File: config.mk
export PLATFORM = sky130hd
export DESIGN_NAME = ssc_tri_profile
export DESIGN_NICKNAME = d
export VERILOG_FILES = /design/src/rtl/ssc_pkg.sv /design/src/rtl/ssc_en_sync.sv /design/src/rtl/ssc_step_gen.sv /design/src/rtl/ssc_tri_ctrl.sv /design/src/rtl/ssc_tri_profile.sv
export SDC_FILE = /design/constraint.sdc
export NUM_CORES = 1
export LEC_CHECK = 0
export BUFFER_PORTS_ARGS = -buffer_cell sky130_fd_sc_hd__buf_4
export CAP_MARGIN = 20
export CORE_ASPECT_RATIO = 1.5
export CORE_MARGIN = 3
export CORE_UTILIZATION = 35
export DETAILED_ROUTE_END_ITERATION = 12
export PLACE_DENSITY_LB_ADDON = 0.12
export SYNTH_ARGS = -nofsm -noshare
export SYNTH_HDL_FRONTEND = slang
export SYNTH_SLANG_ARGS = --single-unit
export TNS_END_PERCENT = 5
File: constraint.sdc
create_clock -name clk_i -period 5 [get_ports clk_i]
set_clock_uncertainty 0.2 [all_clocks]
set_input_delay 0 -clock clk_i [delete_from_list [all_inputs] [get_ports clk_i]]
set_output_delay 0 -clock clk_i [all_outputs]
set_load 0.01 [all_outputs]
File: src/rtl/ssc_pkg.sv
package ssc_pkg;
  typedef enum logic [1:0] {
    PH_IDLE = 2'd0,
    PH_DOWN = 2'd1,
    PH_UP   = 2'd2
  } ssc_phase_e;
endpackage

File: src/rtl/ssc_en_sync.sv
module ssc_en_sync #(
  parameter int STAGES = 2
) (
  input  logic clk_i,
  input  logic rst_ni,
  input  logic d_i,
  output logic q_o
);
  logic [STAGES-1:0] sync_q;

  generate
    if (STAGES == 1) begin : g_one
      always_ff @(posedge clk_i or negedge rst_ni) begin
        if (!rst_ni) sync_q <= '0;
        else         sync_q <= d_i;
      end
    end else begin : g_chain
      always_ff @(posedge clk_i or negedge rst_ni) begin
        if (!rst_ni) sync_q <= '0;
        else         sync_q <= {sync_q[STAGES-2:0], d_i};
      end
    end
  endgenerate

  assign q_o = sync_q[STAGES-1];
endmodule

File: src/rtl/ssc_step_gen.sv
// Error accumulator: DEPTH unit steps spread evenly over HALF ticks.
module ssc_step_gen #(
  parameter int HALF  = 1587,
  parameter int DEPTH = 20
) (
  input  logic clk_i,
  input  logic rst_ni,
  input  logic run_i,
  output logic step_o,
  output logic half_end_o
);
  localparam int CNT_W = (HALF > 2) ? $clog2(HALF) : 1;
  localparam int ACC_W = $clog2(HALF + DEPTH + 1);
  localparam logic [CNT_W-1:0] CNT_LAST = CNT_W'(HALF - 1);
  localparam logic [ACC_W-1:0] HALF_A   = ACC_W'(HALF);
  localparam logic [ACC_W-1:0] DEPTH_A  = ACC_W'(DEPTH);

  logic [CNT_W-1:0] cnt_q;
  logic [ACC_W-1:0] acc_q;
  logic [ACC_W-1:0] acc_sum;

  assign acc_sum    = acc_q + DEPTH_A;
  assign step_o     = run_i && (acc_sum >= HALF_A);
  assign half_end_o = run_i && (cnt_q == CNT_LAST);

  always_ff @(posedge clk_i or negedge rst_ni) begin
    if (!rst_ni) begin
      cnt_q <= '0;
      acc_q <= '0;
    end else if (!run_i) begin
      cnt_q <= '0;
      acc_q <= '0;
    end else if (half_end_o) begin
      cnt_q <= '0;
      acc_q <= '0;
    end else begin
      cnt_q <= cnt_q + 1'b1;
      acc_q <= step_o ? (acc_sum - HALF_A) : acc_sum;
    end
  end

  a_r3_acc_bound: assert property (@(posedge clk_i) disable iff (!rst_ni)
    acc_q < HALF_A);
  a_r3_cnt_rest: assert property (@(posedge clk_i) disable iff (!rst_ni)
    !run_i |=> (cnt_q == '0));
endmodule

File: src/rtl/ssc_tri_ctrl.sv
module ssc_tri_ctrl
  import ssc_pkg::*;
#(
  parameter int DEPTH = 20,
  parameter int MAG_W = 5
) (
  input  logic             clk_i,
  input  logic             rst_ni,
  input  logic             en_i,
  input  logic             step_i,
  input  logic             half_end_i,
  output ssc_phase_e       phase_o,
  output logic [MAG_W-1:0] mag_o,
  output logic             run_o
);
  localparam logic [MAG_W-1:0] DEPTH_M = MAG_W'(DEPTH);

  ssc_phase_e       ph_q, ph_d;
  logic [MAG_W-1:0] mag_q, mag_d;

  always_comb begin
    ph_d  = ph_q;
    mag_d = mag_q;
    unique case (ph_q)
      PH_IDLE: begin
        mag_d = '0;
        if (en_i) ph_d = PH_DOWN;
      end
      PH_DOWN: begin
        if (step_i)     mag_d = mag_q + 1'b1;
        if (half_end_i) ph_d  = PH_UP;
      end
      PH_UP: begin
        if (step_i)     mag_d = mag_q - 1'b1;
        if (half_end_i) ph_d  = en_i ? PH_DOWN : PH_IDLE;
      end
      default: begin
        ph_d  = PH_IDLE;
        mag_d = '0;
      end
    endcase
  end

  always_ff @(posedge clk_i or negedge rst_ni) begin
    if (!rst_ni) begin
      ph_q  <= PH_IDLE;
      mag_q <= '0;
    end else begin
      ph_q  <= ph_d;
      mag_q <= mag_d;
    end
  end

  assign phase_o = ph_q;
  assign mag_o   = mag_q;
  assign run_o   = (ph_q != PH_IDLE);

  a_r2_mag_range: assert property (@(posedge clk_i) disable iff (!rst_ni)
    mag_q <= DEPTH_M);
  a_r3_unit_step: assert property (@(posedge clk_i) disable iff (!rst_ni)
    (mag_q == $past(mag_q)) || (mag_q == $past(mag_q) + 1'b1) ||
    (mag_q + 1'b1 == $past(mag_q)));
  a_r4_peak: assert property (@(posedge clk_i) disable iff (!rst_ni)
    (ph_q == PH_DOWN && half_end_i) |=> (mag_q == DEPTH_M && ph_q == PH_UP));
  a_r5_back_to_zero: assert property (@(posedge clk_i) disable iff (!rst_ni)
    (ph_q == PH_UP && half_end_i) |=> (mag_q == '0));
  a_r7_no_abort: assert property (@(posedge clk_i) disable iff (!rst_ni)
    (ph_q == PH_DOWN) |=> (ph_q != PH_IDLE));
  a_r8_idle_zero: assert property (@(posedge clk_i) disable iff (!rst_ni)
    (ph_q == PH_IDLE) |-> (mag_q == '0));
  a_r10_code: assert property (@(posedge clk_i) disable iff (!rst_ni)
    ph_q != 2'd3);
endmodule

File: src/rtl/ssc_tri_profile.sv
module ssc_tri_profile
  import ssc_pkg::*;
#(
  parameter int OFS_W       = 16,
  parameter int NOM_DIV     = 4000,
  parameter int TICK_HZ     = 100_000_000,
  parameter int MOD_HZ      = 31_500,
  parameter int SYNC_STAGES = 2
) (
  input  logic             clk_i,
  input  logic             rst_ni,
  input  logic             spread_en_i,
  output logic [OFS_W-1:0] offset_o,
  output logic [1:0]       phase_o
);
  localparam int PERIOD     = TICK_HZ / MOD_HZ;
  localparam int HALF       = PERIOD / 2;
  localparam int OFFSET_MAX = NOM_DIV / 200;
  localparam int MAG_W      = $clog2(OFFSET_MAX + 1);

  logic             en_s;
  logic             run, step, half_end;
  logic [MAG_W-1:0] mag;
  ssc_phase_e       phase;

  ssc_en_sync #(.STAGES(SYNC_STAGES)) u_sync (
    .clk_i (clk_i),
    .rst_ni(rst_ni),
    .d_i   (spread_en_i),
    .q_o   (en_s)
  );

  ssc_step_gen #(.HALF(HALF), .DEPTH(OFFSET_MAX)) u_step (
    .clk_i     (clk_i),
    .rst_ni    (rst_ni),
    .run_i     (run),
    .step_o    (step),
    .half_end_o(half_end)
  );

  ssc_tri_ctrl #(.DEPTH(OFFSET_MAX), .MAG_W(MAG_W)) u_ctrl (
    .clk_i     (clk_i),
    .rst_ni    (rst_ni),
    .en_i      (en_s),
    .step_i    (step),
    .half_end_i(half_end),
    .phase_o   (phase),
    .mag_o     (mag),
    .run_o     (run)
  );

  assign offset_o = OFS_W'(0) - {{(OFS_W-MAG_W){1'b0}}, mag};
  assign phase_o  = phase;

  a_r2_down_only: assert property (@(posedge clk_i) disable iff (!rst_ni)
    ($signed(offset_o) <= 0) && ($signed(offset_o) >= -OFFSET_MAX));
  a_r1_idle_flat: assert property (@(posedge clk_i) disable iff (!rst_ni)
    (phase_o == 2'd0) |-> (offset_o == '0));
endmodule

Yosys cells after proc, flatten, opt, wreduce, memory -nomap -nowiden

Cells that the tools add are included.

Input port bits: 3
Logic and storage cells: 39
Register bits: 31
Output and inout bits: 18

Multiplexer cells: 13
$add $sub $neg: 6
Reductions and logical operators: 6
Eq/ne operators: 8
$lt $le $gt $ge: 1

Operators with widths:

| cell                                                                | number |
|---|---|
| 11-bit two-way mux                                                  | 5 |
| 11-bit by 1-bit adder with 11-bit output (second input constant)    | 1 |
| 11-bit by 5-bit adder with 11-bit output (second input constant)    | 1 |
| 11-bit == test (second input constant)                              | 1 |
| 11-bit greater-or-equal comparator (second input constant)          | 1 |
| 11-bit subtractor (second input constant)                           | 1 |
| 5-bit two-way mux                                                   | 2 |
| 2-bit inequality test (second input constant)                       | 5 |
| 5-bit one-hot mux with 2 select lines                               | 1 |
| 2-bit two-way mux                                                   | 3 |
| 2-bit one-hot mux with 3 select lines                               | 1 |
| 1-bit by 5-bit subtractor with 6-bit output (first input constant)  | 1 |
| 5-bit by 1-bit adder with 5-bit output (second input constant)      | 1 |
| 5-bit by 1-bit subtractor with 5-bit output (second input constant) | 1 |
| 3-bit AND reduction                                                 | 1 |
| 2-bit by 1-bit == test with 1-bit output (second input constant)    | 1 |
| 2-bit == test (second input constant)                               | 1 |
| 1-bit logical AND                                                   | 2 |
| 2-bit logical NOT                                                   | 1 |
| 2-bit AND reduction                                                 | 1 |
| 2-bit nonzero test                                                  | 1 |
| 1-bit two-way mux                                                   | 1 |

Logic depth before layout (Yosys ltp)

Depth after elaboration: 6
Mapped depth: 10

Hierarchy

From an unflattened synthesis, not the netlist that was laid out.

Cells, all modules: 231
Area, all modules: 2119.5 um^2

By module, submodules not included:

| module          | cells each | instances | area each (um^2) |
|---|---|---|---|
| ssc_step_gen    | 146        | 1         | 1362.6 |
| ssc_tri_ctrl    | 64         | 1         | 559.3 |
| ssc_tri_profile | 19         | 1         | 147.6 |
| ssc_en_sync     | 2          | 1         | 50.0 |

Least setup slack after synthesis

Ideal clock, no wire load.

Path kind: flip-flop to flip-flop
From: register u_step.acc_q[2]
To: register u_step.acc_q[4]
Library setup time: 0.125 ns
Stages on the path, launching flop included: 10
Period minus slack after synthesis: 2.564 ns
Arrival time: 2.239 ns
Path slack: 2.436 ns
Path through: dfrtp_1 ha_1 buf_4 o21a_4 and3_4 o21ai_1 a2bb2oi_4 nor2_4 mux2i_1 mux2_2

Longest elaborated chain between the ends: 6
Elaborated cells on any way between the ends: 7
Those cells by class: add/sub (2); order compare (1); mux (3); reduce/logical (1)

Ends and longest elaborated chain:

| element                                      | RTL line           | RTL |
|---|---|---|
| from (decl)                                  | ssc_step_gen.sv:19 | `logic [ACC_W-1:0] acc_q;` |
| from (signal assigned)                       | ssc_step_gen.sv:38 | `acc_q <= step_o ? (acc_sum - HALF_A) : acc_sum;` |
| 11-bit by 5-bit adder with 11-bit output (*) | ssc_step_gen.sv:22 | `assign acc_sum = acc_q + DEPTH_A;` |
| 11-bit greater-or-equal comparator           | ssc_step_gen.sv:23 | `assign step_o = run_i && (acc_sum >= HALF_A);` |
| 1-bit logical AND                            | ssc_step_gen.sv:23 |  |
| 11-bit two-way mux (*)                       | ssc_step_gen.sv:38 |  |
| 11-bit two-way mux (*)                       | ssc_step_gen.sv:33 | `end else if (half_end_o) begin` |
| 11-bit two-way mux (*)                       | ssc_step_gen.sv:30 | `end else if (!run_i) begin` |

Mark *: on every way between the ends. The rest lies on a longest branch, timed or not.
A chain may end at the register's enable or synchronous reset.

Worst setup path in the final report

Same ends and word-level chain as after synthesis.

==> impl_metrics.tcl <==
set metrics [dict create \
    synth_cell_types 45 \
    area_growth_pct 13.1 \
    max_freq_mhz 367 \
    ioPinCount 21 \
    grt_pass1_vias 1503 \
    relSlewSlack_pct 41.7 \
    grt_antenna_before_repair 0 \
    post_cts_buffers 0 \
    die_x_um 68.6 \
    syn_area_sq_um 2060 \
    drc 0 \
    hp-class "reg -> reg" \
    power.density_nw_per_um2 604 \
    dp_hpwl_um 3020 \
    ys_seq_area_share_pct 37.7 \
    start_util_pct 36.9 \
    core_area_sq_um 5570 \
    report.final.slew_viol_count 0 \
    critPathArrivalTime_ps 2700 \
    r2r-start "u_step.acc_q[2]$_DFF_PN0_" \
    dr.pass1.iters 4 \
    path_clk_slew_ps 70 \
    cp_cell_sequence "ha_1 -> o21a_4 -> nand3_2 -> or3b_4 -> a2bb2oi_4 -> nor2_4 -> mux2i_1 -> mux2_2" \
    finalCritPeriodShare_pct 54.4 \
    cts_tree "built" \
    fin_hold_ws_ps 157 \
    syn_avg_cell_area_sq_um 9.34 \
    drive_above_1_share_pct 17.4 \
    tightestPinTransition_ps 872 \
    endpoint_kind "register" \
    rsz0062_at_grt "false" \
    min_to "u_sync.sync_q[1]$_DFF_PN0_" \
    period_needed_ps 2720 \
    dieArea_sq_um 6850 \
    htreeDepth 2 \
    crit-reg2reg-capture "u_step.acc_q[4]$_DFF_PN0_" \
    min_from "u_sync.sync_q[0]$_DFF_PN0_" \
    cpPeakStageDelay_ps 460 \
    track_usage_pct 13.6 \
    n_fill_cell 559 \
    reg2regPathDepth 8 \
    seq_area_sq_um 776 \
    chipHeight_um 99.9 \
    antenna_cells 0 \
    totalWireLength_um 4110 \
    vdd_ir_drop_max_mv 0.181 \
    globalplace.congestion 0.813 \
    start_kind "register" \
    multi_input_area_sq_um 1110 \
    grt_pass1_wl_um 6980 \
    yosys_warnings 0 \
    synth_cells 220 \
    drt-initial-drc-count 59 \
    cp_max_fo 9 \
    hold_viol 0 \
    status "completed" \
    vias 1524 \
    viasPerCell 4.98 \
    fin_nets 253 \
    syn_nets 238 \
    rows 33 \
    gr-total-overflow 0 \
    hold_depth 0 \
    leakage_nw 1.03 \
    finalSetupTns_ps 0 \
    crit_slowest_cell "dfrtp_1" \
    ys_seq_elements 31 \
    path_class "reg -> reg" \
    hold_buffers 4 \
    required_ps 4970 \
    cap_violations 0 \
    clkSinkCount 31 \
    cts_resized 0 \
    port_buffers 20 \
    cts-root-buf "clkbuf_8" \
    r2r_slack_ps 2280 \
    clk_latency_ps 290 \
    grt_max_degree 22 \
    wl_per_cell_um 13.4 \
    setup_viol 0 \
    cts_buffers 5 \
    clk_path_buf_depth 2 \
    antenna_left 0 \
]
[cell families (layout without fill, tap and decap cells)]
| family | count (synthesis) | count (layout) | synth area share, % |
|---|---|---|---|
| AO/OA/AOI/OAI | 34 | 34 | 11.4 |
| XOR/XNOR | 26 | 26 | 11.1 |
| adder cells (fa/ha/maj) | 15 | 15 | 9.49 |
| buffers and inverters | 28 | 44 | 8.09 |
| flip-flops | 31 | 31 | 37.7 |
| AND/OR/NAND/NOR | 83 | 83 | 20.6 |
| multiplexers | 3 | 3 | 1.58 |
[through the flow]
| step | cell area [sq um] | power, mW | instances | util, % | setup slack (ps) |
|---|---|---|---|---|---|
| 6_report | 2320 | 1.40 | 306 | 41.7 | 2280 |
| 5_1_grt | 2320 | 1.54 | 306 | 41.7 | 2050 |
| 4_1_cts | 2320 | 1.43 | 306 | 41.7 | 2290 |
| 3_5_place_dp | 2170 | 1.17 | 294 | 39.0 | 2290 |
| 3_3_place_gp | 2170 | 1.16 | 294 | 39.0 | 2320 |
| 2_1_floorplan | 2060 | 0.991 | 220 | - | 2440 |
[power by group]
group / leakage (nW) / switching [mW] / total [mW] / internal (mW)
combinational: 0.558 / 0.423 / 0.775 / 0.352
clock: 0.0581 / 0.101 / 0.249 / 0.148
sequential: 0.414 / 0.0760 / 0.380 / 0.304
[state kept, by name, summed over array words and instances, names as in the netlist]
signal	flops
u_ctrl.mag_o	5
u_sync.sync_q	2
u_ctrl.phase_o	2
u_step.acc_q	11
u_step.cnt_q	11
[worst max-delay path by stage]
| stage | start | to | slack, ps |
|---|---|---|---|
| after floorplan | u_step.acc_q[2]$_DFF_PN0_ | u_step.acc_q[4]$_DFF_PN0_ | 2440 |
| after global placement | u_step.acc_q[2]$_DFF_PN0_ | u_step.acc_q[4]$_DFF_PN0_ | 2320 |
| after detailed placement | u_step.acc_q[2]$_DFF_PN0_ | u_step.acc_q[4]$_DFF_PN0_ | 2290 |
| after CTS | u_step.acc_q[2]$_DFF_PN0_ | u_step.acc_q[4]$_DFF_PN0_ | 2290 |
| after global routing | u_step.acc_q[2]$_DFF_PN0_ | u_ctrl.mag_o[0]$_DFFE_PN0P_ | 2050 |
| final | u_step.acc_q[2]$_DFF_PN0_ | u_step.acc_q[4]$_DFF_PN0_ | 2280 |
[layout by cell type (no fill, tap or decap), types with 2 or more instances in the layout]
cell type / n
nor2_1: 32
dfrtp_1: 31
buf_4: 20
xnor2_1: 17
ha_1: 14
inv_1: 12
nand3_1: 11
nand2_1: 11
nor3_1: 10
a21oi_1: 10
xor2_1: 9
o21ai_0: 8
clkbuf_8: 5
nand4_1: 4
dlygate4sd3_1: 4
a21o_1: 3
and2_2: 2
a31oi_1: 2
mux2_2: 2
o22ai_1: 2
[cell usage after synthesis (all sizes together)]
cell | n | area share [%]
a211oi | 1 | 0.37
a21bo | 1 | 0.49
a21o | 3 | 1.1
a21oi | 10 | 2.4
a221oi | 1 | 0.43
a2bb2oi | 1 | 1.3
a31oi | 2 | 0.61
and2 | 3 | 1.0
and3 | 1 | 0.55
buf | 15 | 5.7
clkbuf | 1 | 0.18
dfrtp | 31 | 38
fa | 1 | 0.97
ha | 14 | 8.5
inv | 12 | 2.2
mux2 | 2 | 1.1
mux2i | 1 | 0.49
nand2 | 11 | 2.0
nand2b | 1 | 0.30
nand3 | 12 | 3.2
nand3b | 1 | 0.37
nand4 | 4 | 1.2
nand4b | 1 | 0.43
nand4bb | 1 | 0.55
nor2 | 33 | 6.4
nor3 | 10 | 2.4
nor4 | 2 | 0.91
o21a | 2 | 1.1
o21ai | 9 | 2.2
o22ai | 2 | 0.61
o31ai | 1 | 0.37
o32a | 1 | 0.49
or2 | 1 | 0.30
or3b | 1 | 0.55
or4 | 1 | 0.37
xnor2 | 17 | 7.2
xor2 | 9 | 3.8
[critical path, delay by kind of cell, from the launching register on]
kind,cells,cell delay [ps]
simple gates,3,600
mux,2,530
compound gates,2,470
flops,1,460
fa+ha+maj,1,350
[metal layers]
layer	vias up	wire length, um	global-route usage (%)
li1	769	-	-
met1	714	1670	14.6
met2	29	2160	24.0
met3	12	149	3.02
met4	0	126	6.74
met5	-	0	0
[layout make-up]
type,count,area share [%]
multi-input combinational,161,47.9
sequential,31,33.4
timing repair buffer,24,8.18
tap,70,3.77
clock buffer,5,2.96
inverter,12,1.94
clock inverter,3,1.88
Power figures use the tool's default switching activity.
